==> config.mk <==
export PLATFORM = sky130hd
export DESIGN_NAME = clkdiv_unit
export DESIGN_NICKNAME = d
export VERILOG_FILES = /design/src/rtl/clkdiv_pkg.sv /design/src/rtl/clkdiv_lut.sv /design/src/rtl/clkdiv_core.sv /design/src/rtl/clkdiv_regs.sv /design/src/rtl/clkdiv_unit.sv
export SDC_FILE = /design/constraint.sdc
export NUM_CORES = 1
export LEC_CHECK = 0
export ABC_AREA = 1
export CORE_MARGIN = 4
export CORE_UTILIZATION = 50
export CTS_CLUSTER_DIAMETER = 60
export DETAILED_ROUTE_END_ITERATION = 10
export GPL_TIMING_DRIVEN = 0
export PLACE_DENSITY = 0.73
export SYNTH_ARGS = -nofsm -noshare
export SYNTH_HDL_FRONTEND = slang
export SYNTH_HIERARCHICAL = 1
export SYNTH_SLANG_ARGS = --single-unit
==> constraint.sdc <==
create_clock -name clk -period 1.71 [get_ports clk]
set_input_delay 0.171 -clock clk [delete_from_list [all_inputs] [get_ports clk]]
set_output_delay 0.171 -clock clk [all_outputs]
set_load 0.01 [all_outputs]
==> src/rtl/clkdiv_pkg.sv <==
package clkdiv_pkg;
   localparam int TAB_RW   = 6;   // wide enough for the largest list ratio (32)
   localparam int CODE_MAX = 8;   // widest ratio code the list function accepts

   function automatic logic [TAB_RW-1:0] code_to_ratio(input logic [CODE_MAX-1:0] code);
      case (code)
         8'd0:    return 6'd1;
         8'd1:    return 6'd2;
         8'd2:    return 6'd3;
         8'd3:    return 6'd4;
         8'd4:    return 6'd6;
         8'd5:    return 6'd8;
         8'd6:    return 6'd12;
         8'd7:    return 6'd16;
         8'd8:    return 6'd24;
         8'd9:    return 6'd32;
         default: return 6'd1;  // codes past the list fall back to divide-by-1
      endcase
   endfunction
endpackage

==> src/rtl/clkdiv_lut.sv <==
module clkdiv_lut
   import clkdiv_pkg::*;
#(
   parameter int IDX_W = 4
) (
   input  logic [IDX_W-1:0]  code,
   output logic [TAB_RW-1:0] ratio
);
   if (IDX_W < 4 || IDX_W > CODE_MAX) begin : g_bad_idx
      $error("clkdiv_lut: IDX_W out of range");
   end

   always_comb ratio = code_to_ratio(CODE_MAX'(code));
endmodule

==> src/rtl/clkdiv_core.sv <==
module clkdiv_core #(
   parameter int RW = 6
) (
   input  logic          clk,
   input  logic          rst,
   input  logic          bypass,
   input  logic          load,
   input  logic [RW-1:0] ratio_req,
   output logic          ce
);
   if (RW < 1) begin : g_bad_rw
      $error("clkdiv_core: RW must be positive");
   end

   logic [RW-1:0] act_q, pend_q, cnt_q;
   logic          pend_v_q;
   logic          tc;

   assign tc = (cnt_q == act_q - 1'b1);
   assign ce = bypass | tc;

   always_ff @(posedge clk) begin
      if (rst) begin
         act_q    <= RW'(1);
         pend_q   <= RW'(1);
         pend_v_q <= 1'b0;
         cnt_q    <= '0;
      end else begin
         if (tc) begin
            cnt_q <= '0;
            if (pend_v_q) begin
               act_q    <= pend_q;
               pend_v_q <= 1'b0;
            end
         end else begin
            cnt_q <= cnt_q + 1'b1;
         end
         if (load) begin
            pend_q   <= ratio_req;
            pend_v_q <= 1'b1;
         end
      end
   end

   // active ratio moves only at a terminal count
   a_r6_switch_at_tc: assert property (@(posedge clk) disable iff (rst)
      !tc |=> $stable(act_q));
   // with no switch pending, a pulse at ratio above 1 is never followed by another at once
   a_r6_no_runt: assert property (@(posedge clk) disable iff (rst)
      (tc && act_q != RW'(1) && !pend_v_q) |=> !tc);
   // the count stays inside the period
   a_r8_cnt_bound: assert property (@(posedge clk) disable iff (rst)
      cnt_q < act_q);
endmodule

==> src/rtl/clkdiv_regs.sv <==
module clkdiv_regs #(
   parameter int FW      = 20,
   parameter int UPD_BIT = 20,
   parameter int PIX_W   = 9,
   parameter int REQ_W   = 16,
   parameter int DATA_W  = 32
) (
   input  logic              clk,
   input  logic              rst,
   input  logic              reg_wr,
   input  logic              reg_sel,
   input  logic [DATA_W-1:0] reg_wdata,
   output logic [DATA_W-1:0] reg_rdata,
   output logic [FW-1:0]     shadow,
   output logic              commit,
   output logic [PIX_W-1:0]  pix_field,
   output logic              pix_load
);
   localparam logic [REQ_W-1:0] PIX_MAX = REQ_W'(1) << PIX_W;
   localparam logic [PIX_W-1:0] PIX_TOP = '1;

   if (UPD_BIT < FW || UPD_BIT >= DATA_W || REQ_W <= PIX_W || REQ_W > DATA_W) begin : g_bad_map
      $error("clkdiv_regs: inconsistent register layout");
   end

   logic [REQ_W-1:0] req, lim;
   logic             ctl_wr, pix_wr;

   assign req    = reg_wdata[REQ_W-1:0];
   assign ctl_wr = reg_wr && !reg_sel;
   assign pix_wr = reg_wr && reg_sel;

   always_comb begin
      if (req == '0)          lim = '0;
      else if (req > PIX_MAX) lim = PIX_MAX - 1'b1;
      else                    lim = req - 1'b1;
   end

   always_ff @(posedge clk) begin
      if (rst) begin
         shadow    <= '0;
         commit    <= 1'b0;
         pix_field <= '0;
         pix_load  <= 1'b0;
      end else begin
         commit   <= ctl_wr && reg_wdata[UPD_BIT];
         pix_load <= pix_wr;
         if (ctl_wr) shadow    <= reg_wdata[FW-1:0];
         if (pix_wr) pix_field <= lim[PIX_W-1:0];
      end
   end

   always_comb begin
      reg_rdata = '0;
      if (reg_sel) begin
         reg_rdata[PIX_W-1:0] = pix_field;
      end else begin
         reg_rdata[FW-1:0]    = shadow;
         reg_rdata[UPD_BIT]   = commit;
      end
   end

   // commit flag clears by itself unless written again
   a_r5_selfclear: assert property (@(posedge clk) disable iff (rst)
      (commit && !(ctl_wr && reg_wdata[UPD_BIT])) |=> !commit);
   // request of zero stores ratio 1
   a_r9_clamp_low: assert property (@(posedge clk) disable iff (rst)
      (pix_wr && req == '0) |=> pix_field == '0);
   // oversized request stores the largest ratio
   a_r9_clamp_high: assert property (@(posedge clk) disable iff (rst)
      (pix_wr && req > PIX_MAX) |=> pix_field == PIX_TOP);
endmodule

==> src/rtl/clkdiv_unit.sv <==
module clkdiv_unit
   import clkdiv_pkg::*;
#(
   parameter int IDX_W   = 4,
   parameter int UPD_BIT = 20,
   parameter int PIX_W   = 9,
   parameter int REQ_W   = 16,
   parameter int DATA_W  = 32
) (
   input  logic              clk,
   input  logic              rst,
   input  logic              pll_en,
   input  logic              reg_wr,
   input  logic              reg_sel,
   input  logic [DATA_W-1:0] reg_wdata,
   output logic [DATA_W-1:0] reg_rdata,
   output logic              cpu_ce,
   output logic              fbus_ce,
   output logic              sbus_ce,
   output logic              lcd_ce,
   output logic              mem_ce,
   output logic              pix_ce
);
   localparam int NUM_TAB  = 5;   // slot order: cpu, fbus, sbus, lcd, mem
   localparam int LCD_SLOT = 3;
   localparam int FW       = NUM_TAB * IDX_W;
   localparam int PIX_RW   = PIX_W + 1;

   if (FW > UPD_BIT) begin : g_bad_fields
      $error("clkdiv_unit: ratio fields overlap the commit bit");
   end

   logic [FW-1:0]      shadow;
   logic               commit, pix_load;
   logic [PIX_W-1:0]   pix_field;
   logic [PIX_RW-1:0]  pix_ratio;
   logic [NUM_TAB-1:0] tab_ce;

   clkdiv_regs #(
      .FW(FW), .UPD_BIT(UPD_BIT), .PIX_W(PIX_W), .REQ_W(REQ_W), .DATA_W(DATA_W)
   ) u_regs (
      .clk(clk), .rst(rst), .reg_wr(reg_wr), .reg_sel(reg_sel),
      .reg_wdata(reg_wdata), .reg_rdata(reg_rdata), .shadow(shadow),
      .commit(commit), .pix_field(pix_field), .pix_load(pix_load)
   );

   for (genvar d = 0; d < NUM_TAB; d++) begin : g_dom
      logic [TAB_RW-1:0] ratio;
      logic              byp;

      if (d == LCD_SLOT) begin : g_nobyp
         assign byp = 1'b0;
      end else begin : g_byp
         assign byp = !pll_en;
      end

      clkdiv_lut #(.IDX_W(IDX_W)) u_lut (
         .code(shadow[d*IDX_W +: IDX_W]), .ratio(ratio)
      );

      clkdiv_core #(.RW(TAB_RW)) u_core (
         .clk(clk), .rst(rst), .bypass(byp), .load(commit),
         .ratio_req(ratio), .ce(tab_ce[d])
      );
   end

   assign pix_ratio = {1'b0, pix_field} + PIX_RW'(1);

   clkdiv_core #(.RW(PIX_RW)) u_pix (
      .clk(clk), .rst(rst), .bypass(1'b0), .load(pix_load),
      .ratio_req(pix_ratio), .ce(pix_ce)
   );

   assign cpu_ce  = tab_ce[0];
   assign fbus_ce = tab_ce[1];
   assign sbus_ce = tab_ce[2];
   assign lcd_ce  = tab_ce[LCD_SLOT];
   assign mem_ce  = tab_ce[4];
endmodule

* Word-level counts from Yosys, hierarchy flattened
Memory sizes are Yosys's and may differ from the RTL's. A register that Yosys moved wholly into a read port is not among the register bits. Cells that the tools add are included.
Storage, ports and cells: bits in registers 127, ROM bits 480, memories kept 5
Cells by class: $add $sub $neg 14, $lt $le $gt $ge 1, equality and inequality tests 6, multiplexer cells 16, bitwise gates (word level) 4, reduce and logical (&&, ||, !) cells 24
Memories:
- (no name shown) | depth 16, width 6, read ports 1, clocked after memory_dff 1, wr ports 0, RTL line clkdiv_pkg.sv:6 | case (code)
- (no name shown) | depth 16, width 6, read ports 1, clocked after memory_dff 1, wr ports 0, RTL line clkdiv_pkg.sv:6
- (no name shown) | depth 16, width 6, read ports 1, clocked after memory_dff 1, wr ports 0, RTL line clkdiv_pkg.sv:6
- (no name shown) | depth 16, width 6, read ports 1, clocked after memory_dff 1, wr ports 0, RTL line clkdiv_pkg.sv:6
- (no name shown) | depth 16, width 6, read ports 1, clocked after memory_dff 1, wr ports 0, RTL line clkdiv_pkg.sv:6
Operators with widths (number):
- adder 6 x 1 -> 6 bit (second input constant) | 5
- == test 6 bit | 5
- subtractor 6 x 1 -> 6 bit (second input constant) | 5
- 2-to-1 mux 9 bit | 3
- greater-than comparator 16 x 10 -> 1 bit (second input constant) | 1
- logical NOT 16 bit | 1
- 2-to-1 mux 1 bit | 12
- 2-to-1 mux 12 bit | 1
- AND reduction 2 bit | 6
- nonzero test 2 bit | 6
- OR reduction 2 bit | 6
- adder 10 x 1 -> 10 bit (second input constant) | 1
- adder 9 x 1 -> 10 bit (second input constant) | 1
- == test 10 bit | 1
- subtractor 10 x 1 -> 10 bit (second input constant) | 1
- subtractor 9 x 1 -> 9 bit (second input constant) | 1
- bitwise OR 1 bit | 4
- logical AND 1 bit | 3
- logical NOT 1 bit | 2

* Longest topological paths before layout
depth in word-level cells 4, gate-level depth with buffers 14, mapped depth without buffers 14

* By module
The synthesis kept the hierarchy.
By module, submodules not included:
- clkdiv_core at g_dom[0].u_core ... | times used 5, cells each 156, area each 1034.7 um^2, sequential area each 380.4 um^2
- clkdiv_core at u_pix | times used 1, cells each 274, area each 1859.3 um^2, sequential area each 620.6 um^2
- clkdiv_regs | times used 1, cells each 248, area each 1741.7 um^2, sequential area each 620.6 um^2
- clkdiv_lut | times used 5, cells each 23, area each 121.4 um^2, sequential area each 0.0 um^2
- clkdiv_unit | times used 1, cells each 40, area each 191.4 um^2, sequential area each 0.0 um^2

* Worst setup path after synthesis
OpenSTA, ideal clock, no wires.
path type register to output, start point register u_pix.act_q[0], end point output pix_ce, arrival time 1.544 ns, required time 1.539 ns, path slack -0.005 ns, cell stages (with the launch flop) 13, path buffers 0, cells stage by stage dfxtp_1 inv_2 ha_1 nand2_1 nor2_4 nand2_1 nand2_1 nand2_1 nand2_1 nand2_1 nor2_4 nand2_4 nand2_1
Between the ends: longest elaborated chain between the ends 2
RTL lines:
- start, declared | RTL line clkdiv_core.sv:15 | logic [RW-1:0] act_q, pend_q, cnt_q;
- start signal, assigned | RTL line clkdiv_core.sv:32 | act_q <= pend_q;
- subtractor 10 x 1 -> 10 bit | RTL line clkdiv_core.sv:19 | assign tc = (cnt_q == act_q - 1'b1);
- == test 10 bit | RTL line clkdiv_core.sv:19
- end, declared | RTL line clkdiv_unit.sv:22 | output logic pix_ce
Every way passes these cells.

* Worst setup path in the final report
start point register u_pix.act_q[1], end point output pix_ce
The elaborated chain is that of the path after synthesis.

==> impl_metrics.csv <==
group,metric,value,unit
finish,drive_gt1_share,20.4,%
sta,rsz0062_at_grt,"true",
outcome,violations,"negative setup slack",
grt,grt_first_pass_wirelength,38000,µm
cts,clock_sinks,157,
drt,wl_met2,10800,µm
power,swShare,39.3,%
cts,path_clk_slew,0.06,ns
power,vdd_drop_max,0.734,mV
placed_design,post-dp-hpwl,16000,µm
grt,grt.overflow.total,0,
placed_design,dp.cells,1754,
power,share_seq_of_total_power,28.7,%
setup_path,rr_startpoint,"u_pix/act_q[1]",
die,fp-row-count,50,
synth,synth-seq-area-share,32.8,%
sta,timing.final.crit_share,123,%
setup_path,crit_required,1.54,ns
drt,top_layer,"met4",
synth,synth_area_leader_cell,"dfxtp_1",
worst_hold_path,hp-class,"in2reg",
cts,cts_max_level,4,
cts,root_buffer,"clkbuf_16",
finish,nNetsFinal,1638,
job,drv_cap,0,
drt,dr.pass1.iters,5,
sta,period_minus_slack,2.11,ns
grt,antenna_found_initial,0,
sta,clock.fmax,474,MHz
worst_hold_path,min_from,"reg_wdata[19]",
die,fp.dieW,146,µm
drt,drtAntennaViolNets,0,
die,ios,75,
synth,netlist_area,0.00957,mm²
placed_design,gp_congestion,0.922,
power,power.share.clock,26.6,%
sta,worst_pin_slew,0.855,ns
setup_path,regToRegSetupSlack,-0.14,ns
power,p_int,9.22,mW
drt,drcViolationCount,0,
setup_path,startpoint_type,"flop",
placed_design,io_buffer_count,52,
power,leakagePower,5.51,nW
die,start_util,51.0,%
synth,postSynthAreaPerCell,6.57,µm²
grt,grtUsageTotal,20.9,%
setup_path,criticalPathCategory,"reg2out",
cts,cts_hold_buf,0,
outcome,status,"finished, violations left",
cts,cts_tree,"done",
die,core,0.0188,mm²
sta,hold_viol,0,
synth,synth-warning-count,6,
cts,clock_latency,0.43,ns
drt,drt_iter0_markers,464,
sta,setup_ws,-0.398,ns
setup_path,path_max_fanout,5,
finish,stdcell_count,1819,
synth,ys_top_cells_by_area,"dfxtp_1, nand2_1, inv_1",
drt,vias,9007,
drt,wl_per_cell,12.2,µm
setup_path,r2r_end,"u_pix/act_q[5]",
die,die_area,0.0214,mm²
finish,layout_commonest_cell,"nand2_1",
sta,slew_headroom,43.0,%
cts,cts_buffers,17,
sta,slew_violations,0,
cts,clockBufferDepth,2,
setup_path,crit_path_end_kind,"primary output",
power,p_total,15.2,mW
synth,synth_cells,1457,
synth,yosysUniqueCellTypes,39,
setup_path,crit_arrival,1.94,ns
synth,synth_top_area_share,32.8,%
sta,worst_hold_slack,0.342,ns
drt,wl_met1,10200,µm
finish,syn2layout_area_growth,22.6,%
die,die_h,146,µm
worst_hold_path,worstHoldEndpoint,"u_regs/shadow[19]",
sta,skew,0.00919,ns
grt,grt_max_degree,17,
sta,setup_viol,34,
worst_hold_path,hold-path-cell-count,3,
finish,antenna_cells,0,
synth,ys_ff_latch,157,
power,pwr-share-comb,44.7,%
power,p_sw,5.96,mW
drt,wl_met3,730,µm
finish,layout_common_cells,"nand2_1, inv_1, nor2_1",
drt,wl,22200,µm
grt,grt_pass1_vias,8480,
power,p_per_area,1290,mW/mm²
drt,vias_per_cell,4.95,
setup_path,r2r_cells,14,
-- what timing repair did --
action | 4_1_cts | 5_1_grt
gates resized for setup | 114 | 72
pin swaps | 29 | 32
setup endpoints to repair | 83 | 86
setup buffers | 28 | 9
cloned | 2 | 0
endpoints found under the hold margin | 0 | 0
-- metal layers --
metal / global-route usage, % / vias up
met1: 26.6 / 4054
met5: 0 / -
met4: 8.18 / 0
li1: - / 4768
met3: 3.04 / 41
met2: 35.8 / 144
-- cells by family (layout without fill, tap and decap cells) --
kind of cell	after synthesis	in the layout	share of synthesized area (%)
buf+inv	290	405	12.0
other cells	2	13	0.0785
compound gates	137	137	9.01
fa+ha+maj	29	29	3.79
flops	157	157	32.8
simple gates	807	809	39.1
xor+xnor	35	35	3.20
-- cell usage after synthesis --
library cell,number
nand2_1,406
inv_1,217
nor2_1,167
dfxtp_1,157
nand3_1,92
a21oi_1,53
o21ai_0,50
nand4_1,47
inv_2,32
ha_1,29
nor2_2,25
nand2_2,21
clkbuf_1,20
xnor2_1,19
a211oi_2,18
xor2_1,16
nor2_4,15
buf_4,11
nand3_2,10
buf_2,8
nor3_1,6
a21oi_2,5
nand4_4,5
o31ai_1,5
nand3b_1,3
nor3_2,3
a211oi_1,2
conb_1,2
nand2_4,2
o21ai_1,2
a31oi_1,1
buf_1,1
buf_6,1
nand2_8,1
nand2b_1,1
nand3_4,1
nor2_8,1
o21ai_2,1
or2_0,1
-- power by group through the flow --
stage | clock network (mW) | logic [mW] | registers [mW]
after global placement | 0 | 5.07 | 4.40
after CTS | 4.12 | 6.15 | 4.34
final | 4.04 | 6.78 | 4.36
after global routing | 4.29 | 7.44 | 4.40
after detailed placement | 0 | 5.17 | 4.40
after floorplan | 0 | 4.01 | 4.31
-- registers in the layout (all words and copies together), names as in the netlist --
name / flops
g_dom.u_core/pend_q: 30
g_dom.u_core/act_q: 30
u_regs/commit: 1
g_dom.u_core/cnt_q: 30
u_regs/pix_field: 9
u_regs/shadow: 20
u_pix/act_q: 10
u_regs/pix_load: 1
u_pix/cnt_q: 10
u_pix/pend_v_q: 1
u_pix/pend_q: 10
g_dom.u_core/pend_v_q: 5
-- worst max path at each step --
stage	start	to	slack (ns)	cells past startpoint
floorplan	u_pix/act_q[0]	pix_ce	-0.005	12
global placement	u_pix/act_q[0]	pix_ce	-0.75	13
detailed placement	u_pix/act_q[0]	pix_ce	-0.80	13
CTS	u_pix/act_q[0]	pix_ce	-0.42	13
global route	u_pix/act_q[1]	pix_ce	-0.51	13
finish	u_pix/act_q[1]	pix_ce	-0.40	13
-- per-stage QoR --
stage | TNS, ns | utilization, % | setup slack [ns] | cell area, µm²
6_report | -3.91 | 62.5 | -0.398 | 11700
5_1_grt | -7.57 | 62.5 | -0.512 | 11700
4_1_cts | -3.54 | 61.1 | -0.425 | 11500
3_5_place_dp | -47.52 | 55.6 | -0.799 | 10400
3_3_place_gp | -44.68 | 55.6 | -0.746 | 10400
2_1_floorplan | -0.00520 | - | -0.00520 | 9610
-- worst max-delay path: stages, from the launching register on --
cell and delay [ns]:
dfxtp_2 0.33, inv_2 0.08, ha_4 0.16, nand2_4 0.06, nor2_4 0.13, nand2_1 0.07
nand2_1 0.06, nand2_1 0.06, nor2_2 0.11, nand3_2 0.13, nor2_8 0.12, nand2_4 0.07
nand2_2 0.06, buf_6 0.09
-- final cells by class --
cell class	count	area, µm²
Buffer	41	224
Clock buffer	22	474
Clock inverter	10	161
Fill cell	1670	7030
Inverter	249	950
Multi-Input combinational cell	1023	5620
Sequential cell	157	3210
Tap cell	234	293
Timing Repair Buffer	83	803
No activity file was read; power rests on OpenSTA's default activity.
